<file path="src/rtl/simd_dsp_pkg.sv">
package simd_dsp_pkg;

  localparam int WORD_W = 32;
  localparam int ACC_W  = 64;
  localparam int HALF_W = WORD_W / 2;
  localparam int BYTE_W = WORD_W / 4;
  localparam int OP_W   = 3;

  typedef enum logic [OP_W-1:0] {
    OP_ADD32   = 3'd0,
    OP_ADD16X2 = 3'd1,
    OP_ADD8X4  = 3'd2,
    OP_QADD16  = 3'd3,
    OP_QADD8   = 3'd4,
    OP_MAC32   = 3'd5,
    OP_DMAC16  = 3'd6,
    OP_NONE    = 3'd7
  } dsp_op_e;

  // Signed full-word product added to the accumulator, wrapping modulo 2^ACC_W.
  function automatic logic [ACC_W-1:0] mac_word(input logic [ACC_W-1:0]  acc,
                                                input logic [WORD_W-1:0] a,
                                                input logic [WORD_W-1:0] b);
    logic signed [ACC_W-1:0] xa, xb;
    xa = {{(ACC_W-WORD_W){a[WORD_W-1]}}, a};
    xb = {{(ACC_W-WORD_W){b[WORD_W-1]}}, b};
    return acc + ACC_W'(xa * xb);
  endfunction

  // Sign-extended product of two signed half words.
  function automatic logic [ACC_W-1:0] half_prod(input logic [HALF_W-1:0] a,
                                                 input logic [HALF_W-1:0] b);
    logic signed [ACC_W-1:0] xa, xb;
    xa = {{(ACC_W-HALF_W){a[HALF_W-1]}}, a};
    xb = {{(ACC_W-HALF_W){b[HALF_W-1]}}, b};
    return ACC_W'(xa * xb);
  endfunction

  function automatic logic [ACC_W-1:0] mac_dual(input logic [ACC_W-1:0]  acc,
                                                input logic [WORD_W-1:0] a,
                                                input logic [WORD_W-1:0] b);
    return acc + half_prod(a[HALF_W-1:0], b[HALF_W-1:0])
               + half_prod(a[WORD_W-1:HALF_W], b[WORD_W-1:HALF_W]);
  endfunction

endpackage

</file>
<file path="src/rtl/simd_lane_adder.sv">
module simd_lane_adder #(
  parameter  int WORD_W = 32,
  parameter  int LANE_W = 16,
  localparam int LANES  = WORD_W / LANE_W
) (
  input  logic [WORD_W-1:0] a,
  input  logic [WORD_W-1:0] b,
  input  logic              sat_en,
  output logic [WORD_W-1:0] sum,
  output logic [LANES-1:0]  lane_clamp
);

  localparam logic [LANE_W-1:0] POS_RAIL = {1'b0, {(LANE_W-1){1'b1}}};
  localparam logic [LANE_W-1:0] NEG_RAIL = {1'b1, {(LANE_W-1){1'b0}}};

  for (genvar g = 0; g < LANES; g++) begin : g_lane
    logic [LANE_W-1:0] la, lb, raw;
    logic              ovf;
    assign la  = a[g*LANE_W +: LANE_W];
    assign lb  = b[g*LANE_W +: LANE_W];
    assign raw = la + lb;
    // Signed overflow: operands agree in sign, the wrapped sum does not.
    assign ovf = (la[LANE_W-1] == lb[LANE_W-1]) && (raw[LANE_W-1] != la[LANE_W-1]);
    assign lane_clamp[g] = sat_en && ovf;
    assign sum[g*LANE_W +: LANE_W] =
      lane_clamp[g] ? (la[LANE_W-1] ? NEG_RAIL : POS_RAIL) : raw;
  end

endmodule

</file>
<file path="src/rtl/simd_mac_unit.sv">
module simd_mac_unit
  import simd_dsp_pkg::*;
(
  input  logic [WORD_W-1:0] a,
  input  logic [WORD_W-1:0] b,
  input  logic [ACC_W-1:0]  acc,
  input  logic              dual,
  output logic [ACC_W-1:0]  acc_next
);

  logic [ACC_W-1:0] single_sum, dual_sum;

  assign single_sum = mac_word(acc, a, b);
  assign dual_sum   = mac_dual(acc, a, b);
  assign acc_next   = dual ? dual_sum : single_sum;

endmodule

</file>
<file path="src/rtl/simd_sat_flag.sv">
module simd_sat_flag (
  input  logic clk,
  input  logic rst_n,
  input  logic hit,
  input  logic clr,
  output logic sticky
);

  always_ff @(posedge clk or negedge rst_n) begin
    if (!rst_n) sticky <= 1'b0;
    else        sticky <= (sticky && !clr) || hit;
  end

endmodule

</file>
<file path="src/rtl/simd_dsp_alu.sv">
module simd_dsp_alu
  import simd_dsp_pkg::*;
(
  input  logic              clk,
  input  logic              rst_n,
  input  logic [OP_W-1:0]   op_sel,
  input  logic [WORD_W-1:0] src_a,
  input  logic [WORD_W-1:0] src_b,
  input  logic [ACC_W-1:0]  acc_in,
  input  logic              sat_clr,
  output logic [WORD_W-1:0] res_word,
  output logic [ACC_W-1:0]  acc_out,
  output logic              sat_hit,
  output logic              sat_sticky
);

  localparam int LANES16 = WORD_W / HALF_W;
  localparam int LANES8  = WORD_W / BYTE_W;

  dsp_op_e op;
  assign op = dsp_op_e'(op_sel);

  logic                q16_sel, q8_sel, mac_sel;
  logic [WORD_W-1:0]   sum32, sum16, sum8, mac_unused_word;
  logic [0:0]          clamp32;
  logic [LANES16-1:0]  clamp16;
  logic [LANES8-1:0]   clamp8;
  logic [ACC_W-1:0]    mac_acc;

  assign q16_sel = (op == OP_QADD16);
  assign q8_sel  = (op == OP_QADD8);
  assign mac_sel = (op == OP_MAC32) || (op == OP_DMAC16);
  assign mac_unused_word = '0;

  simd_lane_adder #(.WORD_W(WORD_W), .LANE_W(WORD_W)) u_add32 (
    .a(src_a), .b(src_b), .sat_en(1'b0), .sum(sum32), .lane_clamp(clamp32)
  );

  simd_lane_adder #(.WORD_W(WORD_W), .LANE_W(HALF_W)) u_add16 (
    .a(src_a), .b(src_b), .sat_en(q16_sel), .sum(sum16), .lane_clamp(clamp16)
  );

  simd_lane_adder #(.WORD_W(WORD_W), .LANE_W(BYTE_W)) u_add8 (
    .a(src_a), .b(src_b), .sat_en(q8_sel), .sum(sum8), .lane_clamp(clamp8)
  );

  simd_mac_unit u_mac (
    .a(src_a), .b(src_b), .acc(acc_in), .dual(op == OP_DMAC16), .acc_next(mac_acc)
  );

  always_comb begin
    unique case (op)
      OP_ADD32:               res_word = sum32;
      OP_ADD16X2, OP_QADD16:  res_word = sum16;
      OP_ADD8X4,  OP_QADD8:   res_word = sum8;
      default:                res_word = mac_unused_word;
    endcase
  end

  assign acc_out = mac_sel ? mac_acc : acc_in;
  assign sat_hit = (|clamp32) || (|clamp16) || (|clamp8);

  simd_sat_flag u_flag (
    .clk(clk), .rst_n(rst_n), .hit(sat_hit), .clr(sat_clr), .sticky(sat_sticky)
  );

endmodule

</file>
<file path="config.mk">
export PLATFORM = sky130hd
export DESIGN_NAME = simd_dsp_alu
export DESIGN_NICKNAME = d
export VERILOG_FILES = /design/src/rtl/simd_dsp_pkg.sv /design/src/rtl/simd_lane_adder.sv /design/src/rtl/simd_mac_unit.sv /design/src/rtl/simd_sat_flag.sv /design/src/rtl/simd_dsp_alu.sv
export SDC_FILE = /design/constraint.sdc
export NUM_CORES = 2
export LEC_CHECK = 0
export ABC_AREA = 1
export BUFFER_PORTS_ARGS = -buffer_cell sky130_fd_sc_hd__buf_2
export CAP_MARGIN = 10
export CORE_MARGIN = 5
export CORE_UTILIZATION = 30
export DETAILED_ROUTE_END_ITERATION = 16
export PLACE_DENSITY_LB_ADDON = 0.2
export SETUP_SLACK_MARGIN = 0.05
export SLEW_MARGIN = 20
export SYNTH_ARGS = -nofsm -noshare
export SYNTH_HDL_FRONTEND = slang
export SYNTH_HIERARCHICAL = 1
export SYNTH_SLANG_ARGS = --single-unit
</file>
<file path="constraint.sdc">
create_clock -name clk -period 12.4 [get_ports clk]
set_input_delay 1.24 -clock clk [delete_from_list [all_inputs] [get_ports clk]]
set_output_delay 1.24 -clock clk [all_outputs]
set_load 0.03 [all_outputs]
</file>
After elaboration in Yosys (flattened, before gate mapping)
Index checks and enable logic that the tools add are counted.
W data, S select, Z words.
{"block": "classes", "n_addsub": 10, "n_mul": 3, "n_eq_ne": 16, "mux": 15, "reduce_logical": 22}
{"operator": "$add A64 B64 Y64", "count": 3}
{"operator": "$mux W64", "count": 2}
{"operator": "$pmux W32 S3", "count": 1}
{"operator": "$mul A16 B16 Y32", "count": 2}
{"operator": "$mul A32 B32 Y64", "count": 1}
{"operator": "$mux W16", "count": 4}
{"operator": "$mux W8", "count": 8}
{"operator": "$add A16 B16 Y16", "count": 2}
{"operator": "$add A32 B32 Y32", "count": 1}
{"operator": "$add A8 B8 Y8", "count": 4}
{"operator": "$logic_and A1 B1 Y1", "count": 13}
{"operator": "$eq A3 B3 Y1 const B", "count": 3}
{"operator": "$eq A3 B2 Y1 const B", "count": 2}
{"operator": "$ne A1 B1 Y1", "count": 6}
{"operator": "$reduce_or A2 Y1", "count": 3}
{"operator": "$eq A1 B1 Y1", "count": 4}
{"operator": "$reduce_or A4 Y1", "count": 1}
{"operator": "$eq A3 B1 Y1 const B", "count": 1}
{"operator": "$logic_not A3 Y1", "count": 1}
{"operator": "$logic_or A1 B1 Y1", "count": 3}
{"operator": "$logic_not A1 Y1", "count": 1}
{"block": "totals", "regBits": 1, "output_inout_bits": 98}

Depth between registers and ports, before layout
{"block": "logic_depth", "word_depth": 7, "depth_mapped": 43}

Cells and area by module
Netlist, hierarchy kept.
{"module": "simd_mac_unit", "n_inst": 1, "cells_each": 8225, "area_per_inst_um2": 63181.8}
{"module": "simd_lane_adder at u_add32", "n_inst": 1, "cells_each": 566, "area_per_inst_um2": 2765.2}
{"module": "simd_lane_adder at u_add16", "n_inst": 1, "cells_each": 381, "area_per_inst_um2": 2132.0}
{"module": "simd_lane_adder at u_add8", "n_inst": 1, "cells_each": 304, "area_per_inst_um2": 1766.7}
{"module": "simd_dsp_alu", "n_inst": 1, "cells_each": 365, "area_per_inst_um2": 1567.8}
{"module": "simd_sat_flag", "n_inst": 1, "cells_each": 5, "area_per_inst_um2": 40.0}

Least setup slack after synthesis
Ideal clock, no wire load.
{"block": "synth_timing", "path_type": "input -> output", "startpoint": "input port src_a[31]", "endpoint": "output port acc_out[59]", "t_arrival_ns": 11.303, "t_required_ns": 11.160, "path_slack_ns": -0.143, "path_stages": 34, "path_buffers": 1, "cell_sequence": "clkbuf_1 nand2_1 inv_1 fa_1 inv_1 fa_1 inv_1 fa_1 inv_1 fa_1 inv_1 fa_1 fa_1 ha_1 a21oi_1 o21ai_0 a21oi_1 o21ai_0 a21oi_1 xor2_1 fa_1 ha_1 nand2_1 nor2_1 inv_1 nor3_1 nand2_1 nor3_1 nand2_1 nand3_1 nand3_1 nand2_1 nand2_1 nand2_1"}
{"block": "synth_between", "elab_chain_cells": 4, "elab_cells_between_ends": 6}
{"item": "start, declared", "line": "simd_dsp_alu.sv:7", "source": "input logic [WORD_W-1:0] src_a,"}
{"item": "$mul A32 B32 Y64 or $mul A16 B16 Y32 (tied branches)", "line": "simd_dsp_pkg.sv:27, simd_dsp_pkg.sv:36"}
{"item": "$add A64 B64 Y64, on equally long branches", "line": "simd_dsp_pkg.sv:27, simd_dsp_pkg.sv:43"}
{"item": "$mux W64 (*)", "line": "simd_mac_unit.sv:15", "source": "assign acc_next = dual ? dual_sum : single_sum;"}
{"item": "via mac_acc[59]", "line": "simd_dsp_alu.sv:28", "source": "logic [ACC_W-1:0] mac_acc;"}
{"item": "$mux W64 (*)", "line": "simd_dsp_alu.sv:60", "source": "assign acc_out = mac_sel ? mac_acc : acc_in;"}
{"item": "end, declared", "line": "simd_dsp_alu.sv:12", "source": "output logic [ACC_W-1:0] acc_out,"}
Mark *: on every way through the listed nets, which the timed path passes. The rest lies on a longest branch.

Worst setup path after layout
{"block": "layout_timing", "startpoint": "input port src_a[31]", "endpoint": "output port acc_out[45]"}
The elaborated chain is that of the path after synthesis.

==> results.json <==
{
  "synth_largest_type_area_fraction_pct": 45.8,
  "yosys-top-cells-count": "sky130_fd_sc_hd__nand2_1, sky130_fd_sc_hd__inv_1, sky130_fd_sc_hd__fa_1",
  "viasPerCell": 4.68,
  "dieHeight_um": 498,
  "dp_hpwl_mm": 252,
  "final_cell_count_no_fill": 13200,
  "synth_largest_area_cell": "sky130_fd_sc_hd__fa_1",
  "finalWeightedCongestion": 0.962,
  "grt_setup_unrepaired": "false",
  "layout_setup_ws_ns": 0.757,
  "worst_setup_path_end_kind": "output port",
  "floorplan.die.width_um": 498,
  "compound_gate_fraction_of_synth_area_pct": 4.22,
  "dominant_combinational_cell_family_by_area_after_synthesis": "adder cells",
  "area_share_of_fa_ha_maj_cells_after_synthesis_pct": 55.2,
  "grt_pass1_wl_mm": 422,
  "cp_slowest_stage_delay_ns": 0.80,
  "drt_first_pass_iters": 6,
  "cts.clk_slew.worst_paths_ns": 0,
  "kind_of_start_point_of_the_critical_path": "primary input",
  "ys_ff_latch": 1,
  "totalWireLength_mm": 280,
  "synthesis.area_per_instance_um2": 7.26,
  "finalCriticalPeriod_ns": 11.64,
  "timing.slew.headroom_pct": 25.7,
  "synth_async_sr_flop_share_pct": 100,
  "layout.nets": 12300,
  "drv_cap": 0,
  "synth_seq_area_share_pct": 0.0350,
  "ant_nets": 0,
  "nFillCells": 26100,
  "grt_max_degree": 66,
  "slowest_cell_on_the_critical_path": "sky130_fd_sc_hd__fa_1",
  "number_of_antenna_violations_at_the_first_check_in_global_routing": 13,
  "syn_nets": 12100,
  "areaGrowthSynthToFinish_pct": 7.43,
  "place_inst": 13200,
  "fin_tns_setup_ns": 0,
  "via_count_of_the_first_global_routing_pass": 65500,
  "cell_count_after_synthesis": 9846,
  "timing.critical_path.arrival_ns": 10.40,
  "timing_worst_setup_path_type": "primary input to output port",
  "post_cts.repair.setup_buffers": 0,
  "timing.final.hold_violations": 0,
  "fin_skew_ns": 0,
  "synth-edff-count": 0,
  "synth.area.mux_share_pct": 0,
  "core-area_um2": 237000,
  "synth_warnings": 6,
  "final_layout_size_suffix_gt1_share_pct": 5.75,
  "regToRegSetupSlack_ns": 11.81,
  "setup_viol_count_final": 0,
  "drtIter0Drc": 4282,
  "max_slew.worst_pin.slew_ns": 1.10,
  "grt-ovfl-total": 0,
  "via_count": 61600,
  "synth.top_cells.by_area": "sky130_fd_sc_hd__fa_1, sky130_fd_sc_hd__nand2_1, sky130_fd_sc_hd__inv_1",
  "die-area_um2": 248000,
  "top_level_ports": 232,
  "starting_utilization_of_the_core_area_pct": 30.1,
  "maxClockFrequency_ghz": 0.0859,
  "post_place_setup_slack_ns": 0.621,
  "drt_drc_violations_left": 0,
  "globalRouteTotalUtil_pct": 22.4,
  "placement.io_buffers": 231,
  "flip_flop_count_of_the_largest_register_all_copies_and_words_added": 1,
  "mappedNetlistArea_um2": 71500,
  "slew_viol_final": 0,
  "fp-row-count": 179,
  "synth_most_common_cell": "sky130_fd_sc_hd__nand2_1",
  "yosys.area_share.simple_pct": 22.4,
  "final_core_utilization_pct": 32.3,
  "worst-path-max-fanout": 25,
  "top_regs": "u_flag/sticky: 1 flops",
  "run_status": "completed",
  "cp_common_cell": "sky130_fd_sc_hd__fa_1",
  "synth-main-ff-cell": "sky130_fd_sc_hd__dfrtp_1",
  "worstPathRequired_ns": 11.16,
  "ys_types": 56,
  "final_min_period_over_clock_period_pct": 93.9,
  "largest_register": "u_flag/sticky",
  "worst_skew_pair.late_latency_ns": 0,
  "post_synth_xor_area_fraction_pct": 1.58,
  "avgRoutedWirePerCell_um": 21.3,
  "min-delay-path-class": "flop to flop"
}
-- placed cells by master (no fill, tap or decap), types with 16 or more instances in the layout --
master                        n
sky130_fd_sc_hd__nor3_1      39
sky130_fd_sc_hd__nand3_1    392
sky130_fd_sc_hd__o21bai_1    28
sky130_fd_sc_hd__buf_4      160
sky130_fd_sc_hd__o21ai_2     21
sky130_fd_sc_hd__fa_1      1636
sky130_fd_sc_hd__xnor2_1     62
sky130_fd_sc_hd__nand2_1   2849
sky130_fd_sc_hd__a21oi_1    288
sky130_fd_sc_hd__ha_1       533
sky130_fd_sc_hd__nor2_2      19
sky130_fd_sc_hd__or2_2       24
sky130_fd_sc_hd__o21ai_0    156
sky130_fd_sc_hd__nand3_2     16
sky130_fd_sc_hd__buf_2      231
sky130_fd_sc_hd__nand2_2     43
sky130_fd_sc_hd__xor2_1      65
sky130_fd_sc_hd__nand3b_1    21
sky130_fd_sc_hd__nand4_1     65
sky130_fd_sc_hd__nor2_1     373
sky130_fd_sc_hd__inv_1     2835
-- cell type report --
class / count / area, um^2 / area share (%)
timing repair buffer: 395 / 2440 / 3.18
multi-input combinational: 6738 / 59600 / 77.7
tap: 3167 / 3960 / 5.16
inverter: 2849 / 10700 / 13.9
sequential: 1 / 25.0 / 0.0326
antenna: 4 / 10.0 / 0.0130
-- per-layer routing --
| layer | wire length, um | vias up | track usage, % |
|---|---|---|---|
| met5 | 23 | - | 0 |
| met4 | 4420 | 4 | 2.83 |
| met3 | 13500 | 163 | 1.86 |
| met2 | 130000 | 1621 | 37.3 |
| met1 | 132000 | 31200 | 32.6 |
| li1 | - | 28600 | - |
-- repair_timing --
item | CTS | global route
setup endpoints to repair | 0 | 1
resized for setup | 0 | 1
hold buffers | 0 | 0
-- stage by stage --
step,instance area (um^2),hold slack [ns]
after floorplan,71500,0.645
after global routing,76800,0.525
after global placement,76800,0.449
after CTS,76800,0.489
final,76800,0.474
after detailed placement,76800,0.495
-- path summary, 6_finish.rpt --
| path | start | cells past startpoint | endpoint |
|---|---|---|---|
| setup / recovery | src_a[31] | 34 | acc_out[45] |
| hold / removal | u_flag/sticky | 2 | u_flag/sticky |
| setup reg to reg | u_flag/sticky | 2 | u_flag/sticky |
| hold reg to reg | u_flag/sticky | 2 | u_flag/sticky |
| max in group asynchronous | rst_n | 1 | u_flag/sticky |
| min in group asynchronous | rst_n | 1 | u_flag/sticky |
-- cells by family (layout without fill, tap and decap cells) --
logic type | count (synthesis) | after routing
AND/OR/NAND/NOR | 3894 | 3894
buffers and inverters | 3107 | 3244
adder cells (fa/ha/maj) | 2169 | 2169
AO/OA/AOI/OAI | 545 | 545
XOR/XNOR | 129 | 129
other | 1 | 5
flip-flops | 1 | 1
-- critical path: cells and delay by family --
| family | cells | cell delay [ns] |
|---|---|---|
| AO/OA/AOI/OAI | 5 | 0.89 |
| XOR/XNOR | 1 | 0.33 |
| adder cells (fa/ha/maj) | 9 | 4.77 |
| buffers and inverters | 8 | 1.24 |
| AND/OR/NAND/NOR | 11 | 1.84 |
Power is not shown: default switching activity piles up to over one toggle a cycle in this logic, so the estimate is an artifact.
